[src/rtl/rpd_pkg.sv]
package rpd_pkg;
    localparam int DIM_W      = 12;
    localparam int PIX_W      = 24;
    localparam int BIT_VSTART = 31;
    localparam int BIT_HSTART = 30;

    typedef struct packed {
        logic             enable;
        logic             oneshot;
        logic             pack;
        logic             regout;
        logic [DIM_W-1:0] width;
        logic [DIM_W-1:0] height;
    } ctl_t;

    typedef enum logic {
        LN_WAIT = 1'b0,
        LN_RUN  = 1'b1
    } line_st_e;

    typedef struct packed {
        logic [4:0]       zero;
        logic             eol;
        logic             empty;
        logic             valid;
        logic [PIX_W-1:0] rgb;
    } stat_word_t;

    function automatic logic [15:0] to_rgb565(input logic [PIX_W-1:0] p);
        return {p[23:19], p[15:10], p[7:3]};
    endfunction
endpackage

[src/rtl/rpd_fifo.sv]
module rpd_fifo #(
    parameter int DEPTH = 4,
    parameter int W     = 24
) (
    input  logic                         clk,
    input  logic                         rst,
    input  logic                         flush,
    input  logic                         push,
    input  logic [W-1:0]                 push_data,
    input  logic [1:0]                   pop_n,
    output logic [W-1:0]                 head0,
    output logic [W-1:0]                 head1,
    output logic [$clog2(DEPTH+1)-1:0]   count,
    output logic                         full
);
    localparam int AW = (DEPTH > 1) ? $clog2(DEPTH) : 1;
    localparam int CW = $clog2(DEPTH + 1);

    logic [W-1:0]  mem [DEPTH];
    logic [AW-1:0] wr_ptr, rd_ptr;

    assign head0 = mem[rd_ptr];
    assign head1 = mem[rd_ptr + AW'(1)];
    assign full  = (count == CW'(DEPTH));

    always_ff @(posedge clk) begin
        if (push) mem[wr_ptr] <= push_data;
    end

    always_ff @(posedge clk) begin
        if (rst || flush) begin
            wr_ptr <= '0;
            rd_ptr <= '0;
            count  <= '0;
        end else begin
            if (push) wr_ptr <= wr_ptr + AW'(1);
            rd_ptr <= rd_ptr + AW'(pop_n);
            count  <= count + CW'(push) - CW'(pop_n);
        end
    end

    p_no_overflow_r4: assert property (@(posedge clk) disable iff (rst)
        push |-> !full)
        else $error("fifo push while full");

    p_no_underflow_r6: assert property (@(posedge clk) disable iff (rst)
        CW'(pop_n) <= count)
        else $error("fifo pop beyond contents");
endmodule

[src/rtl/rpd_seq.sv]
module rpd_seq
    import rpd_pkg::*;
(
    input  logic       clk,
    input  logic       rst,
    input  logic       vstart,
    input  logic       hstart,
    input  ctl_t       cfg,
    input  logic       accept,
    input  logic [1:0] pop_n,
    output ctl_t       ctl,
    output logic       active,
    output logic       line_open,
    output logic       eol,
    output logic       last_left
);
    localparam int CNT_W = DIM_W + 1;

    line_st_e         lstate;
    logic [DIM_W-1:0] in_cnt, out_cnt, line_idx;
    logic             last_line, hstart_ok, frame_done;

    assign last_line  = (line_idx == ctl.height - DIM_W'(1));
    assign eol        = (lstate == LN_RUN) && (out_cnt == ctl.width);
    assign line_open  = active && (lstate == LN_RUN) && (in_cnt < ctl.width);
    assign last_left  = (out_cnt == ctl.width - DIM_W'(1));
    assign hstart_ok  = hstart && active && ((lstate == LN_WAIT) || eol);
    assign frame_done = active && ctl.oneshot && last_line && (pop_n != 2'd0) &&
                        ((CNT_W'(out_cnt) + CNT_W'(pop_n)) == CNT_W'(ctl.width));

    always_ff @(posedge clk) begin
        if (rst) begin
            ctl      <= '0;
            active   <= 1'b0;
            lstate   <= LN_WAIT;
            in_cnt   <= '0;
            out_cnt  <= '0;
            line_idx <= '0;
        end else if (vstart) begin
            ctl      <= cfg;
            active   <= cfg.enable;
            lstate   <= (hstart && cfg.enable) ? LN_RUN : LN_WAIT;
            in_cnt   <= '0;
            out_cnt  <= '0;
            line_idx <= '0;
        end else if (hstart_ok) begin
            lstate  <= LN_RUN;
            in_cnt  <= '0;
            out_cnt <= '0;
            if (lstate == LN_RUN)
                line_idx <= last_line ? '0 : line_idx + DIM_W'(1);
        end else begin
            in_cnt  <= in_cnt + DIM_W'(accept);
            out_cnt <= out_cnt + DIM_W'(pop_n);
            if (frame_done) active <= 1'b0;
        end
    end

    p_in_bound_r4: assert property (@(posedge clk) disable iff (rst)
        in_cnt <= ctl.width)
        else $error("line accepted more pixels than its width");

    p_read_behind_r7: assert property (@(posedge clk) disable iff (rst)
        out_cnt <= in_cnt)
        else $error("more pixels read than accepted");

    p_stop_holds_r9: assert property (@(posedge clk) disable iff (rst)
        (!active && !vstart) |=> !active)
        else $error("frame restarted without frame start");
endmodule

[src/rtl/regpoll_disp_port.sv]
module regpoll_disp_port
    import rpd_pkg::*;
#(
    parameter int DEPTH = 4
) (
    input  logic        clk,
    input  logic        rst,
    input  logic        cfg_enable,
    input  logic        cfg_oneshot,
    input  logic        cfg_pack,
    input  logic        cfg_regout,
    input  logic [11:0] cfg_width,
    input  logic [11:0] cfg_height,
    input  logic        src_valid,
    input  logic [23:0] src_data,
    output logic        src_ready,
    input  logic        reg_wr,
    input  logic [31:0] reg_wdata,
    input  logic        reg_rd,
    output logic [31:0] reg_rdata,
    output logic        disp_valid,
    output logic [23:0] disp_data,
    input  logic        disp_ready
);
    localparam int CW = $clog2(DEPTH + 1);

    ctl_t             cfg, ctl;
    logic             vstart, hstart, accept;
    logic             active, line_open, eol, last_left;
    logic [1:0]       pop_n, pk_n;
    logic [PIX_W-1:0] head0, head1;
    logic [CW-1:0]    count;
    logic             full, empty;
    stat_word_t       stat;

    assign cfg    = '{enable: cfg_enable, oneshot: cfg_oneshot, pack: cfg_pack,
                      regout: cfg_regout, width: cfg_width, height: cfg_height};
    assign vstart = reg_wr && reg_wdata[BIT_VSTART];
    assign hstart = reg_wr && reg_wdata[BIT_HSTART];
    assign empty  = (count == '0);

    assign src_ready = line_open && !full && !vstart;
    assign accept    = src_valid && src_ready;

    rpd_seq u_seq (
        .clk(clk), .rst(rst), .vstart(vstart), .hstart(hstart), .cfg(cfg),
        .accept(accept), .pop_n(pop_n), .ctl(ctl), .active(active),
        .line_open(line_open), .eol(eol), .last_left(last_left)
    );

    rpd_fifo #(.DEPTH(DEPTH), .W(PIX_W)) u_fifo (
        .clk(clk), .rst(rst), .flush(vstart), .push(accept), .push_data(src_data),
        .pop_n(pop_n), .head0(head0), .head1(head1), .count(count), .full(full)
    );

    always_comb begin
        if (count >= CW'(2))              pk_n = 2'd2;
        else if (!empty && last_left)     pk_n = 2'd1;
        else                              pk_n = 2'd0;
    end

    always_comb begin
        pop_n = 2'd0;
        if (ctl.regout) begin
            if (reg_rd) pop_n = ctl.pack ? pk_n : {1'b0, !empty};
        end else begin
            pop_n = {1'b0, disp_ready && !empty};
        end
    end

    always_comb begin
        stat.zero  = '0;
        stat.eol   = eol;
        stat.empty = empty;
        stat.valid = !empty;
        stat.rgb   = empty ? '0 : head0;
        if (!ctl.regout)
            reg_rdata = '0;
        else if (ctl.pack)
            case (pk_n)
                2'd2:    reg_rdata = {to_rgb565(head1), to_rgb565(head0)};
                2'd1:    reg_rdata = {16'h0000, to_rgb565(head0)};
                default: reg_rdata = '0;
            endcase
        else
            reg_rdata = stat;
    end

    assign disp_valid = !ctl.regout && !empty;
    assign disp_data  = head0;

    p_eol_drained_r7: assert property (@(posedge clk) disable iff (rst)
        eol |-> empty)
        else $error("line flagged read while pixels remain");

    p_hold_no_read_r6: assert property (@(posedge clk) disable iff (rst)
        (ctl.regout && !reg_rd && !vstart) |=> count >= $past(count))
        else $error("pixel lost without a register read");
endmodule

[config.mk]
export PLATFORM = sky130hd
export DESIGN_NAME = regpoll_disp_port
export DESIGN_NICKNAME = d
export VERILOG_FILES = /design/src/rtl/rpd_pkg.sv /design/src/rtl/rpd_fifo.sv /design/src/rtl/rpd_seq.sv /design/src/rtl/regpoll_disp_port.sv
export SDC_FILE = /design/constraint.sdc
export NUM_CORES = 1
export LEC_CHECK = 0
export BUFFER_PORTS_ARGS = -buffer_cell sky130_fd_sc_hd__buf_2
export CAP_MARGIN = 20
export CORE_ASPECT_RATIO = 1.4
export CORE_MARGIN = 1
export CORE_UTILIZATION = 55
export DETAILED_ROUTE_END_ITERATION = 16
export PLACE_DENSITY = 0.8
export SLEW_MARGIN = 25
export SYNTH_ARGS = -nofsm -noshare
export SYNTH_HDL_FRONTEND = slang
export SYNTH_SLANG_ARGS = --single-unit
export TNS_END_PERCENT = 50
[constraint.sdc]
create_clock -name clk -period 8.5 [get_ports clk]
set_clock_uncertainty 0.1 [all_clocks]
set_input_delay 0.425 -clock clk [delete_from_list [all_inputs] [get_ports clk]]
set_output_delay 0.425 -clock clk [all_outputs]
set_load 0.1 [all_outputs]
After elaboration in Yosys (flattened, before gate mapping)
Memories as Yosys holds them, arrays and structs flattened. A register that Yosys moved wholly into a read port is not among the register bits.
Index checks and enable logic that the tools add are counted.
{"block": "totals", "ff_bits": 72, "ram_bits": 96, "in_bits": 90, "out_inout_bits": 58, "word_cells": 87, "n_memories": 1}
{"block": "op_classes", "addsub": 11, "magnitude_cmp": 2, "n_eq_ne": 8, "mux": 19, "bitwise_logic": 1, "n_reduce_logical": 32}
{"name": "u_fifo.mem", "words": 4, "word_bits": 24, "read_ports": 2, "rd_clocked_by_memory_dff": 1, "write_ports": 1, "line": "rpd_fifo.sv:19", "source": "logic [W-1:0] mem [DEPTH];"}
{"operator": "32-bit two-way mux", "n": 2}
{"operator": "32-bit one-hot mux with 2 select lines", "n": 1}
{"operator": "12-bit equality test", "n": 3}
{"operator": "24-bit two-way mux", "n": 1}
{"operator": "12-bit by 1-bit subtractor with 12-bit output (second input constant)", "n": 2}
{"operator": "1-bit logical AND", "n": 18}
{"operator": "12-bit by 2-bit adder with 13-bit output", "n": 1}
{"operator": "13-bit by 12-bit equality test with 1-bit output", "n": 1}
{"operator": "12-bit by 1-bit adder with 12-bit output", "n": 1}
{"operator": "12-bit by 1-bit adder with 12-bit output (second input constant)", "n": 1}
{"operator": "12-bit by 2-bit adder with 12-bit output", "n": 1}
{"operator": "12-bit < comparator", "n": 1}
{"operator": "12-bit two-way mux", "n": 1}
{"operator": "2-bit two-way mux", "n": 5}
{"operator": "1-bit two-way mux", "n": 9}
{"operator": "2-bit nonzero test", "n": 3}
{"operator": "2-bit by 1-bit adder with 2-bit output (second input constant)", "n": 2}
{"operator": "1-bit zero test", "n": 4}
{"operator": "2-bit AND reduction", "n": 2}
{"operator": "3-bit by 1-bit adder with 3-bit output", "n": 1}
{"operator": "3-bit equality test (second input constant)", "n": 1}
{"operator": "3-bit by 2-bit greater-or-equal comparator with 1-bit output (second input constant)", "n": 1}
{"operator": "3-bit zero test", "n": 1}
{"operator": "3-bit OR reduction", "n": 1}
{"operator": "8 further kinds", "n": 9}

Longest topological paths before layout
{"block": "depth", "depth_word": 14, "mapped_depth": 18, "mapped_depth_nobuf": 18}

Modules after synthesis
Synthesis repeated with hierarchy kept, for this count alone.
{"block": "hier_totals", "hier_cells": 778, "area_unflattened_um2": 9101.2}
{"mod": "rpd_fifo", "n_inst": 1, "cells_per_inst": 193, "area_each_um2": 4465.5, "seq_area_each_um2": 3022.9}
{"mod": "rpd_seq", "n_inst": 1, "cells_per_inst": 492, "area_each_um2": 4058.9, "seq_area_each_um2": 1321.3}
{"mod": "regpoll_disp_port", "n_inst": 1, "cells_per_inst": 93, "area_each_um2": 576.8, "seq_area_each_um2": 0.0}

Worst setup path after synthesis
Ideal clock, no wire load.
{"block": "synth_path", "path_type": "flip-flop to output port", "from": "reg, netlist name u_fifo.rd_ptr[0]", "to": "out reg_rdata[0]", "t_arrival_ns": 4.213, "required_ns": 7.975, "path_slack_ns": 3.762, "stages_incl_launch_ff": 7, "path_buffers": 4, "path_cell_list": "dfxtp_1 clkbuf_1 buf_1 clkbuf_1 clkbuf_1 a21oi_1 o21ai_0"}
{"element": "end, declared", "line": "regpoll_disp_port.sv:20", "source": "output logic [31:0] reg_rdata,"}

Worst setup path in the final report
{"block": "layout_path", "from": "reg, netlist name u_seq.ctl[15]", "to": "reg u_seq.active"}
{"block": "layout_between", "elab_chain_cells": 13, "elab_cells_between_ends": 20, "classes_between": "2 x add/sub; 4 x eq/ne; 5 x mux; 9 x reduce/logical"}
{"element": "12-bit by 1-bit subtractor with 12-bit output", "line": "rpd_seq.sv:26", "source": "assign last_left = (out_cnt == ctl.width - DIM_W'(1));"}
{"element": "12-bit equality test", "line": "rpd_seq.sv:26"}
{"element": "1-bit logical AND", "line": "regpoll_disp_port.sv:58", "source": "else if (!empty && last_left) pk_n = 2'd1;"}
{"element": "1-bit two-way mux", "line": "regpoll_disp_port.sv:58"}
{"element": "2-bit two-way mux", "line": "regpoll_disp_port.sv:57", "source": "if (count >= CW'(2)) pk_n = 2'd2;"}
{"element": "2-bit two-way mux (2 in series)", "line": "regpoll_disp_port.sv:65", "source": "if (reg_rd) pop_n = ctl.pack ? pk_n : {1'b0, !empty};"}
{"element": "2-bit two-way mux", "line": "regpoll_disp_port.sv:64", "source": "if (ctl.regout) begin"}
{"element": "12-bit by 2-bit adder with 13-bit output / 2-bit nonzero test (equally long branches)", "line": "rpd_seq.sv:29, rpd_seq.sv:28"}
{"element": "13-bit by 12-bit equality test with 1-bit output / 1-bit logical AND (equally long branches)", "line": "rpd_seq.sv:29, rpd_seq.sv:28"}
{"element": "1-bit logical AND", "line": "rpd_seq.sv:28", "source": "assign frame_done = active && ctl.oneshot && last_line && (pop_n != 2'd0) &&"}
{"element": "2-bit nonzero test (no source line)"}
{"element": "2-bit AND reduction (no source line) (*)"}
{"element": "end signal, assigned", "line": "rpd_seq.sv:41", "source": "active <= cfg.enable;"}
{"element": "end, declared", "line": "rpd_seq.sv:12", "source": "output logic active,"}
Every way passes the cells marked *; elsewhere a longest branch is shown, timed or not.
A chain may end at the register's enable or synchronous reset.

==> summary.md <==
| Metric | Value |
|---|---|
| Status | `finished clean` |
| Cts repair resizes | `0` |
| Design area | `10000 um^2` |
| Slew @ Worst Pin | `0.964 ns` |
| Largest net degree at the start of global routing | `63` |
| # Max-Cap Violations | `0` |
| Sequential fraction of the synthesis area | `49.8%` |
| Drt via density | `5.97` |
| Placed instance area | `9430 um^2` |
| R2R depth | `15` |
| DP HPWL | `14.4 mm` |
| Clock-pin slew on the worst setup and hold paths | `0.07 ns` |
| Dpl cells | `1083` |
| Async set or reset register ratio after synthesis | `0%` |
| Critical Path Start Type | `flip-flop` |
| CP max FO | `6` |
| Max stage delay on crit path | `0.75 ns` |
| Nets | `1024` |
| First-pass GRT wire length | `32.6 mm` |
| # rows | `54` |
| Die width | `108 um` |
| Post-Synthesis Cells | `805` |
| Postcts setup bufs | `0` |
| Fmax | `173 MHz` |
| Worst Setup End Kind | `flip-flop` |
| Slowest CP cell | `a2111oi_0` |
| Drt drc | `0` |
| Crit Path Category | `reg -> reg` |
| Setup violators final | `0` |
| Via count | `6656` |
| Avg Cell Area, Syn | `10.8 um^2` |
| Hold Crit Class | `in -> reg` |
| Total leakage power | `0.00383 uW` |
| Number of port buffers | `117` |
| Final-report hold violation count | `0` |
| Vias in the first global route | `6548` |
| Min Tclk post-route | `5.77 ns` |
| Netlist area before placement | `8680 um^2` |
| CTS Sinks | `168` |
| All-Layer GR Usage | `26.8%` |
| Max clock buf depth | `2` |
| Rel. slew slack | `35.8%` |
| Number of synthesized flops with an enable pin | `96` |
| WP data arrival | `5.95 ns` |
| Initial Utilization | `55.9%` |
| Gr ovfl total | `0` |
| Ys flop type | `edfxtp_1` |
| Post-Layout Cell Count | `1115` |
| Synth-to-Final Area Change | `15.7%` |
| Count of different cell masters after synthesis | `59` |
| Worst vdd ir | `0.197 mV` |
| Critical Path RT | `8.67 ns` |
| Synth Warn # | `0` |
| Die area | `16300 um^2` |
| PD cells | `219 nW/um^2` |
| Final ANT Viol Nets | `0` |
| Routed WL | `20.6 mm` |
| RSZ-0062 raised after global routing | `no` |
| DR WL/cell | `18.5 um` |
| CTS root buf | `clkbuf_16` |
| Period utilization | `67.9%` |
| TritonCTS clock tree | `yes` |
| Share of post-route cells with drive strength above 1 | `22.1%` |
| Syn Nets | `923` |
| Placer Congestion | `0.862` |
| Initial DRC count | `380` |
| Flops & latches, synth | `168` |
| Antenna violations before repair | `0` |
| Final slew viol count | `0` |
| # IOs | `148` |
| Total power | `2200 uW` |
| Clock Latency Late Sink | `0.43 ns` |
| Core area | `15500 um^2` |
| Number of diodes | `0` |
| H-tree depth | `4` |
| Die height | `151 um` |
| Hold depth | `3` |
| 1st-pass router iterations | `4` |
| CTS Buf Count | `17` |
| Final TNS setup | `0 ns` |
| CP Cell Sequence | `nor4_1 > and3_1 > a211oi_1 > o31a_1 > nor4_1 > a21oi_1 > o21bai_1 > ha_1 > fa_1 > nand3_1 > or3_1 > a2111oi_0 > nand4_1 > a2111oi_0 > a31oi_1` |
| CTS Hold Bufs | `0` |
-- Yosys cell counts (19+ instances only) --
master	number	area, um^2
o21ai_0	25	125
nand3_1	25	125
ha_1	26	325
nand2_1	53	199
mux2i_1	26	260
xor2_1	36	315
dfxtp_1	72	1440
a21oi_1	31	155
inv_1	44	165
mux4_2	19	428
nor2_1	74	278
edfxtp_1	96	2880
clkbuf_1	39	146
xnor2_1	30	263
-- metrics by stage --
step / hold slack (ns) / worst slack [ns] / util, %
5_1_grt: 0.0908 / 2.45 / 64.6
3_5_place_dp: 0.391 / 2.89 / 60.7
6_report: 0.0912 / 2.73 / 64.6
2_1_floorplan: 0.349 / 3.76 / -
3_3_place_gp: 0.384 / 3.05 / 60.6
4_1_cts: 0.0771 / 2.87 / 64.6
-- final cells by class --
| class | count | area, um^2 |
|---|---|---|
| Sequential cell | 168 | 4330 |
| Inverter | 44 | 165 |
| Clock inverter | 15 | 190 |
| Fill cell | 1241 | 5500 |
| Timing Repair Buffer | 126 | 653 |
| Clock buffer | 17 | 425 |
| Tap cell | 196 | 245 |
| Multi-Input combinational cell | 549 | 4040 |
-- metal layers --
| metal | vias up | part of all wire [%] | global-route usage (%) |
|---|---|---|---|
| met5 | - | 0 | 0 |
| met2 | 241 | 53 | 47.4 |
| met4 | 0 | 3.7 | 13.4 |
| li1 | 3132 | - | - |
| met1 | 3231 | 37 | 29.6 |
| met3 | 52 | 6.2 | 6.41 |
-- state kept, by name (all words and copies together), names as in the netlist, 2 cells and up --
name            flops
u_fifo.count        3
u_fifo.mem         96
u_fifo.rd_ptr       2
u_fifo.wr_ptr       2
u_seq.ctl          27
u_seq.in_cnt       12
u_seq.line_idx     12
u_seq.out_cnt      12
-- cells by family (layout without fill, tap and decap cells) --
family          after synthesis  in the layout  share of synthesized area [%]
flops                       168            168                           49.8
buf+inv                      88            202                           3.83
fa+ha+maj                    28             28                           4.21
mux                          58             58                           9.61
xor+xnor                     66             66                           6.66
compound gates              139            139                           11.0
simple gates                258            258                           14.9
-- worst max-delay path: cells and delay by family, from the launching register on --
family	cells	cell delay [ns]
flops	1	0.37
simple gates	6	2.39
compound gates	7	2.21
fa+ha+maj	2	0.57
-- layout by cell type, fill, tap and decap left out, drive strengths merged, types with 6 or more instances in the layout --
cell type and n:
o22ai 12, clkbuf 17, o211ai 7, edfxtp 96
a22o 14, dfxtp 72, nor3b 6, and3 15
and2 8, xnor2 30, nor2 74, inv 51
xor2 36, nand2 53, mux2 13, a211oi 12
nor2b 15, nand4 14, a21oi 31, mux4 19
o21a 7, o21ai 26, mux2i 26, nand3 25
nor3 14, buf 126, ha 26
-- final timing paths --
kind	start	endpoint	slack [ns]
worst max-delay path	u_seq.ctl[15]$_SDFFE_PP0P_	u_seq.active$_SDFFE_PP0P_	2.73
worst min-delay path	cfg_width[9]	u_seq.ctl[21]$_SDFFE_PP0P_	0.09
worst max register to register	u_seq.ctl[15]$_SDFFE_PP0P_	u_seq.active$_SDFFE_PP0P_	2.73
worst min register to register	u_seq.ctl[26]$_SDFFE_PP0P_	u_seq.ctl[26]$_SDFFE_PP0P_	0.40
-- power by group --
part / total, uW / internal, uW / leakage (uW) / switching [uW]
registers: 889 / 871 / 0.00145 / 18.1
logic: 499 / 132 / 0.00208 / 367
clock network: 808 / 471 / 0.000302 / 338
total: 2200 / 1470 / 0.00383 / 723
Power figures use the tool's default switching activity.
